## config.mk

```make
export PLATFORM = sky130hd
export DESIGN_NAME = alu_cc_unit
export DESIGN_NICKNAME = d
export VERILOG_FILES = /design/src/rtl/alu_cc_unit.sv
export SDC_FILE = /design/constraint.sdc
export NUM_CORES = 1
export LEC_CHECK = 0
export BUFFER_PORTS_ARGS = -buffer_cell sky130_fd_sc_hd__buf_2
export CAP_MARGIN = 5
export CORE_ASPECT_RATIO = 0.75
export CORE_MARGIN = 8
export CORE_UTILIZATION = 40
export DETAILED_ROUTE_END_ITERATION = 12
export PLACE_DENSITY_LB_ADDON = 0.12
export SYNTH_ARGS = -nofsm -noshare
export SYNTH_HDL_FRONTEND = slang
export SYNTH_SLANG_ARGS = --single-unit
```

## constraint.sdc

```tcl
create_clock -name clk -period 3.9 [get_ports clk]
set_clock_uncertainty 0.05 [all_clocks]
set_input_delay 0.585 -clock clk [delete_from_list [all_inputs] [get_ports clk]]
set_output_delay 0.585 -clock clk [all_outputs]
set_load 0.03 [all_outputs]
```

## src/rtl/alu_cc_unit.sv

```systemverilog
module alu_cc_unit #(
  parameter int W = 32
) (
  input  logic         clk,
  input  logic         rst_n,
  input  logic [W-1:0] src_a,
  input  logic [W-1:0] src_b,
  input  logic [3:0]   op_sel,
  input  logic         flag_we,
  input  logic [3:0]   cond_sel,
  output logic [W-1:0] alu_out,
  output logic         flag_z,
  output logic         flag_s,
  output logic         flag_v,
  output logic         cond_hit
);

  localparam int MSB = W - 1;
  localparam logic [3:0] OP_ADD = 4'd0;
  localparam logic [3:0] OP_SUB = 4'd1;
  localparam logic [3:0] OP_AND = 4'd2;
  localparam logic [3:0] OP_XOR = 4'd3;

  logic [W-1:0] sum, diff;
  logic         ovf, op_ok;

  assign sum  = src_a + src_b;
  assign diff = src_b - src_a;

  always_comb begin
    alu_out = '0;
    ovf     = 1'b0;
    op_ok   = 1'b1;
    case (op_sel)
      OP_ADD: begin
        alu_out = sum;
        ovf     = (src_a[MSB] == src_b[MSB]) && (sum[MSB] != src_a[MSB]);
      end
      OP_SUB: begin
        alu_out = diff;
        ovf     = (src_a[MSB] != src_b[MSB]) && (diff[MSB] != src_b[MSB]);
      end
      OP_AND:  alu_out = src_a & src_b;
      OP_XOR:  alu_out = src_a ^ src_b;
      default: op_ok = 1'b0;
    endcase
  end

  always_ff @(posedge clk or negedge rst_n) begin
    if (!rst_n) begin
      flag_z <= 1'b1;
      flag_s <= 1'b0;
      flag_v <= 1'b0;
    end else if (flag_we && op_ok) begin
      flag_z <= (alu_out == '0);
      flag_s <= alu_out[MSB];
      flag_v <= ovf;
    end
  end

  logic lt;
  assign lt = flag_s ^ flag_v;

  always_comb begin
    case (cond_sel)
      4'd0:    cond_hit = 1'b1;
      4'd1:    cond_hit = lt | flag_z;
      4'd2:    cond_hit = lt;
      4'd3:    cond_hit = flag_z;
      4'd4:    cond_hit = ~flag_z;
      4'd5:    cond_hit = ~lt;
      4'd6:    cond_hit = ~lt & ~flag_z;
      default: cond_hit = 1'b0;
    endcase
  end

endmodule

```

# Word level (Yosys, flattened, before mapping)
# Index checks and enable logic that the tools add are counted.
# classes
reduce_logical	7
mux	4
n_eq_ne	13
n_addsub	2
n_div	0
n_shift	0
n_mul	0
order_cmp	0
n_bitwise	7
# op_table
cell	count
32-bit one-hot mux with 4 select lines	1
32-bit adder	1
32-bit AND	1
32-bit logical NOT	1
32-bit subtractor	1
32-bit XOR	1
4-bit by 2-bit equality test with 1-bit output (second input constant)	4
4-bit by 3-bit equality test with 1-bit output (second input constant)	3
4-bit by 1-bit equality test with 1-bit output (second input constant)	2
4-bit logical NOT	2
1-bit one-hot mux with 7 select lines	1
4-bit OR reduction	1
1-bit logical AND	3
1-bit inequality test	3
1-bit inverter	2
1-bit one-hot mux with 2 select lines	1
1-bit AND	1
1-bit equality test	1
1-bit two-way mux	1
1-bit OR	1
1-bit XOR	1
# word_totals
mem_count	0
out_inout_bits	36
register_bits	3
mem_bits_rw	0
latch_bits	0
word_cells	36
mem_bits_ro	0
inputBits	75

# Depth between registers and ports, before layout
# Gate-level depths: netlist of run 1.
# logic_depth
word_depth	4
depth_mapped	14
ltp_nobuf	14

# Least setup slack after synthesis of run 1
# No wires, ideal clock.
# synth_timing
path_type	input port to output port
startpoint	in src_a[1]
endpoint	out alu_out[29]
path_slack_ns	0.119
n_path_buf	0
stages	10
arrival_ns	3.146
path_cell_list	inv_1 -> ha_1 -> nor2b_1 -> o31a_1 -> o41a_1 -> a21boi_2 -> o21ai_2 -> a2111oi_4 -> xor2_1 -> o21ai_0
# synth_between
elab_chain_len	2
# synth_lines
element	line_no	rtl
start: declaration	6	input logic [W-1:0] src_a,
32-bit subtractor / 32-bit adder (equally long branches)	28, 27	
32-bit one-hot mux with 4 select lines *	34	case (op_sel)
end: declaration	11	output logic [W-1:0] alu_out,
# Every way passes the cells marked *; elsewhere a longest branch is shown, timed or not.

# Worst setup path after layout of run 1
# layout_timing
startpoint	in src_a[1]
endpoint	out alu_out[13]
# Same word-level chain as after synthesis.

==> results.sh, run 1 <==
export IMPL_status="completed"
export IMPL_setup_viol=0
export IMPL_final_common_cell="buf_4"
export IMPL_avgViaCountPerCell=6.146
export IMPL_cp_data_arrival_time_ps=3230
export IMPL_grt_usage_pct=26.39
export IMPL_critPathMaxFanout=5
export IMPL_first_pass_iters=5
export IMPL_die_h_um=116.9
export IMPL_avgSynthCellArea_um2=6.595
export IMPL_wl_um=24650
export IMPL_synth_edf_count=0
export IMPL_grt_pass1_vias=6862
export IMPL_cts_sinks=3
export IMPL_seq_area_um2=76.32
export IMPL_dp_cells=1217
export IMPL_power_density_nw_per_um2=193.0
export IMPL_finalCriticalPeriod_ps=3868
export IMPL_cts_buffer_depth=2
export IMPL_synthesis_area_um2=5428
export IMPL_drc=0
export IMPL_maxCapViolations=0
export IMPL_p_leak_uw=0.003654
export IMPL_syn_inst=823
export IMPL_yosysWarnings=0
export IMPL_core_um2=13470
export IMPL_slowest_delay_ps=490
export IMPL_synthToLayoutAreaGrowth_pct=44.12
export IMPL_layout_nets=1203
export IMPL_wire_per_inst_um=19.94
export IMPL_maxSlewViolCount=0
export IMPL_drive_gt1_share_pct=37.13
export IMPL_antenna_found_initial=0
export IMPL_port_buffers=110
export IMPL_stdcell_count=1236
export IMPL_cts_root_buf="clkbuf_16"
export IMPL_setup_tns_final_ps=0
export IMPL_rows=37
export IMPL_critPathCaptureType="output pin"
export IMPL_rsz0062_at_grt="yes"
export IMPL_max_slew_worst_pin_slew_ps=824.1
export IMPL_path_class="primary input to output pin"
export IMPL_synthFlopType="dfrtp_1"
export IMPL_via_count=7597
export IMPL_hp_class="primary input to asynchronous set/reset pin"
export IMPL_ant_nets=0
export IMPL_timing_final_crit_share_pct=99.19
export IMPL_cp_start_kind="primary input"
export IMPL_r2r_slack_ps=3080
export IMPL_dieWidth_um=150.5
export IMPL_start_util_pct=40.29
export IMPL_hold_viol=0
export IMPL_path_cells="buf_6, inv_4, ha_4, nor2b_4, o31a_1, o41a_1, buf_4, a211o_1, nand3_1, mux2i_1, o31a_1, a21o_1, buf_2"
export IMPL_grt_pass1_wl_um=37050
export IMPL_grt_overflow=0
export IMPL_cts_tree="built"
export IMPL_cts_max_level=1
export IMPL_crit_top_cell="o31a_1"
export IMPL_multiInputGateArea_um2=5254
export IMPL_ctsHoldBuffers=0
export IMPL_reg2regPathDepth=1
export IMPL_critical_path_required_ps=3260
export IMPL_clk_pin_slew_ps=30
export IMPL_insertion_delay_ps=230
export IMPL_yosysSeqAreaShare_pct=1.406
export IMPL_synth_fp_nets=964
export IMPL_ys_async_sr_fraction_pct=100.0
export IMPL_final_area_um2=7823
export IMPL_final_cell_mix="buf_4 (176), buf_2 (98), nand2_1 (73), nor2_1 (72), a21oi_1 (64)"
export IMPL_routabilityCongestion=1.031
export IMPL_slew_headroom_pct=44.85
export IMPL_place_area_um2=7177
export IMPL_slowest_stage="o41a_1"
export IMPL_dp_hpwl_um=19850
export IMPL_drtIter0Drc=827
export IMPL_grt_max_degree=21
export IMPL_fmax_mhz=258.5
export IMPL_synth_cell_types=97
export IMPL_ir_drop_v=0.0002765
export IMPL_cts_buffers_inserted=3
export IMPL_diodes=0
export IMPL_ys_seq_elements=3
export IMPL_fill_cells=1290
export IMPL_ios=111
export IMPL_die_area_um2=17590
==> registers in the layout (all words and copies together), names as in the netlist <==
name and count:
flag_z 1, flag_s 1, flag_v 1
==> cell usage after synthesis, drive strengths merged (10+ instances only) <==
| master | instances | share of area, % |
|---|---|---|
| nor2 | 75 | 5.2 |
| nand2 | 73 | 5.0 |
| a21oi | 71 | 6.6 |
| inv | 66 | 4.6 |
| ha | 64 | 15 |
| o21ai | 55 | 5.2 |
| clkbuf | 31 | 2.2 |
| nor3 | 29 | 2.9 |
| nor4 | 23 | 2.8 |
| buf | 20 | 2.2 |
| a21o | 19 | 2.6 |
| nand3 | 18 | 1.7 |
| nand4 | 18 | 2.1 |
| o31ai | 18 | 2.8 |
| nor2b | 13 | 1.7 |
| o21a | 13 | 1.8 |
| xnor2 | 13 | 2.1 |
| a211oi | 12 | 1.8 |
| a31oi | 10 | 1.2 |
| mux2i | 10 | 1.8 |
| or2 | 10 | 1.2 |
==> final cells by class <==
type	instances	share of cell area, %
Tap cell	175	2.799
Clock buffer	4	1.008
Sequential cell	3	0.9757
Timing Repair Buffer	285	24.86
Inverter	66	3.199
Multi-Input combinational cell	703	67.16
==> cell families after synthesis <==
group | Yosys count | share of synthesized area [%]
AO/OA/AOI/OAI | 306 | 40.76
buffers and inverters | 117 | 8.967
flip-flops | 3 | 1.406
AND/OR/NAND/NOR | 302 | 28.08
multiplexers | 14 | 2.882
XOR/XNOR | 15 | 2.421
adder cells (fa/ha/maj) | 66 | 15.49
==> per-stage QoR <==
step / util, % / hold WS, ps / setup slack, ps / total power (µW)
5_1_grt: 58.07 / 100.8 / -137.6 / 1601
6_report: 58.07 / 96.15 / 31.53 / 1510
2_1_floorplan: - / 239.4 / 118.7 / 745.2
4_1_cts: 55.22 / 95.08 / -43.24 / 1406
3_5_place_dp: 53.27 / 334.5 / -253.3 / 1197
3_3_place_gp: 53.27 / 332.1 / -254.7 / 1196
==> metal layers <==
metal,global-route usage (%),share of wire (%)
met1,38.91,46
met2,38.48,41
met3,4.648,12
met4,6.375,2.2
met5,0,0
==> critical path, delay by kind of cell <==
family	cells	cell delay, ps
buf+inv	4	520
mux	1	90
simple gates	2	250
fa+ha+maj	1	200
compound gates	5	1580
==> power breakdown <==
group | leakage (µW) | internal (µW) | switching [µW]
Sequential | 0.0000371 | 34.4 | 2.53
Combinational | 0.00358 | 554 | 751
Clock | 0.0000382 | 135 | 32.8
==> final timing paths <==
kind,start,endpoint
hold / removal,rst_n,flag_s
min in group clk,flag_z,flag_z
hold reg to reg,flag_z,flag_z
max in group asynchronous,rst_n,flag_z
setup reg to reg,flag_s,flag_s
setup / recovery,src_a[1],alu_out[13]
==> what timing repair did <==
item,in CTS,in global routing
buffers inserted,2,14
resized for setup,34,74
cloned,0,0
pin swaps,7,29
endpoints found under the setup margin,11,19
Note: power is estimated with default switching activity, not from simulation.
==> run 2, diff against run 1 <==
--- a/config.mk
+++ b/config.mk
@@ -8,7 +8,7 @@
 export BUFFER_PORTS_ARGS = -buffer_cell sky130_fd_sc_hd__buf_2
 export CAP_MARGIN = 5
 export CORE_ASPECT_RATIO = 0.75
-export CORE_MARGIN = 8
+export CORE_MARGIN = 2
 export CORE_UTILIZATION = 40
 export DETAILED_ROUTE_END_ITERATION = 12
 export PLACE_DENSITY_LB_ADDON = 0.12
==> run 2 against run 1 <==
  * Combinational power hardly changed
  * Sequential share of layout area hardly changed
  * Global-route usage is 4.4 points higher
  * Clock power hardly changed
  * Routed wire length is 3.6% lower
  * Via count is 0.67% higher
  * Final cell count is 0.73% lower
  * Power is 0.69% higher
==> results.sh, run 2 (synthesis results as in run 1) <==
export IMPL_final_cell_mix="buf_4 (165), buf_2 (96), nand2_1 (73), nor2_1 (70), a21oi_1 (63)"
export IMPL_rsz0062_at_grt="yes"
export IMPL_grt_max_degree=25
export IMPL_rows=36
export IMPL_hold_viol=0
export IMPL_p_leak_uw=0.003639
export IMPL_grt_usage_pct=30.79
export IMPL_critPathMaxFanout=4
export IMPL_die_area_um2=14530
export IMPL_layout_top_registers="flag_s: 1 flops, flag_v: 1 flops, flag_z: 1 flops"
export IMPL_ir_drop_v=0.0003493
export IMPL_finalPower_uw=1520
export IMPL_slew_headroom_pct=47.69
export IMPL_holdWs_ps=96.01
export IMPL_worst_r2r_endpoint="flag_s"
export IMPL_synthToLayoutAreaGrowth_pct=44.77
export IMPL_timing_final_crit_share_pct=99.69
export IMPL_start_util_pct=41.41
export IMPL_setup_viol=0
export IMPL_finalCriticalPeriod_ps=3888
export IMPL_final_common_cell="buf_4"
export IMPL_dieWidth_um=138.5
export IMPL_avgViaCountPerCell=6.233
export IMPL_fill_cells=1243
export IMPL_diodes=0
export IMPL_via_count=7648
export IMPL_max_slew_worst_pin_slew_ps=776.5
export IMPL_dp_cells=1210
export IMPL_critPathCaptureType="output pin"
export IMPL_clk_pin_slew_ps=30
export IMPL_setup_tns_final_ps=0
export IMPL_utilization_pct=59.95
export IMPL_stdcell_count=1227
export IMPL_reg2regPathDepth=1
export IMPL_wire_per_inst_um=19.37
export IMPL_ctsHoldBuffers=0
export IMPL_dp_hpwl_um=18920
export IMPL_ios=111
export IMPL_maxSlewViolCount=0
export IMPL_cts_buffer_depth=2
export IMPL_antenna_found_initial=0
export IMPL_ant_nets=0
export IMPL_hp_class="primary input to asynchronous set/reset pin"
export IMPL_grt_pass1_vias=6766
export IMPL_insertion_delay_ps=230
export IMPL_cts_buffers_inserted=3
export IMPL_cts_tree="built"
export IMPL_core_um2=13110
export IMPL_cp_start_kind="primary input"
export IMPL_r2r_slack_ps=3070
export IMPL_cp_data_arrival_time_ps=3250
export IMPL_layout_nets=1198
export IMPL_grt_overflow=0
export IMPL_grt_pass1_wl_um=36890
export IMPL_path_class="primary input to output pin"
export IMPL_cts_max_level=1
export IMPL_routabilityCongestion=0.9922
export IMPL_maxCapViolations=0
export IMPL_drc=0
export IMPL_critical_path_required_ps=3260
export IMPL_port_buffers=110
export IMPL_power_density_nw_per_um2=193.5
export IMPL_fmax_mhz=257.2
export IMPL_drive_gt1_share_pct=37.50
export IMPL_cts_sinks=3
export IMPL_first_pass_iters=6
export IMPL_wl_um=23770
export IMPL_cts_root_buf="clkbuf_16"
export IMPL_worst_r2r_startpoint="flag_s"
export IMPL_status="completed"
export IMPL_die_h_um=104.9
export IMPL_drtIter0Drc=1035
==> run 2: cell count changes in the layout (fill, tap and decap cells not counted), moves of 3 or more <==
cell	previous run	this run
a211oi_2	0	4
buf_4	176	165
buf_6	10	14
o21ai_1	8	5
o21ai_2	3	7
ha_2	7	4
==> run 2: layer usage <==
| metal | track usage [%] | wire, µm |
|---|---|---|
| met1 | 46.97 | 10720 |
| met2 | 43.25 | 9367 |
| met3 | 7.974 | 3259 |
| met4 | 5.102 | 422 |
| met5 | 0 | 0 |
==> run 2: how the worst max path moves through the flow <==
stage	from	end	slack, ps	depth (start not counted)
after global placement	src_a[1]	flag_z	-200	16
after global routing	src_a[1]	alu_out[31]	-90	15
after detailed placement	src_a[1]	flag_z	-190	16
final	src_a[1]	alu_out[31]	10	15
after floorplan	src_a[1]	alu_out[29]	120	10
after CTS	src_a[22]	alu_out[31]	-20	15
==> run 2: layout make-up <==
cell class	count	area, µm²	share of cell area [%]
Timing Repair Buffer	280	1947	24.78
Clock buffer	4	78.83	1.003
Sequential cell	3	76.32	0.9713
Inverter	66	256.5	3.264
Tap cell	171	214.0	2.723
Multi-Input combinational cell	703	5285	67.26
==> run 2: metrics by stage <==
step	worst slack, ps	cell area, µm²
global route	-93.29	7858
CTS	-20.83	7443
floorplan	118.7	5428
detailed placement	-186.6	7162
finish	12.22	7858
global placement	-200.7	7162
==> run 2: critical path: stages <==
cell and delay, ps:
buf_8 100, inv_6 50, ha_4 190, nor2b_4 120
o31a_1 310, o41a_1 480, a21oi_2 180, buf_4 150
o221a_4 210, o21a_1 150, o31a_1 210, nand2_1 90
a21oi_2 120, or2_1 150, buf_6 140
==> run 2: where the power goes <==
part | switching (µW) | total, µW | internal, µW
sequential | 2.57 | 37.0 | 34.4
clock | 32.1 | 167 | 135
combinational | 758 | 1320 | 558
total | 793 | 1520 | 727
==> run 2: what timing repair did <==
item / in CTS / in global routing
resized for setup: 30 / 97
pin swaps: 12 / 37
endpoints found under the setup margin: 5 / 16
buffers inserted: 5 / 8
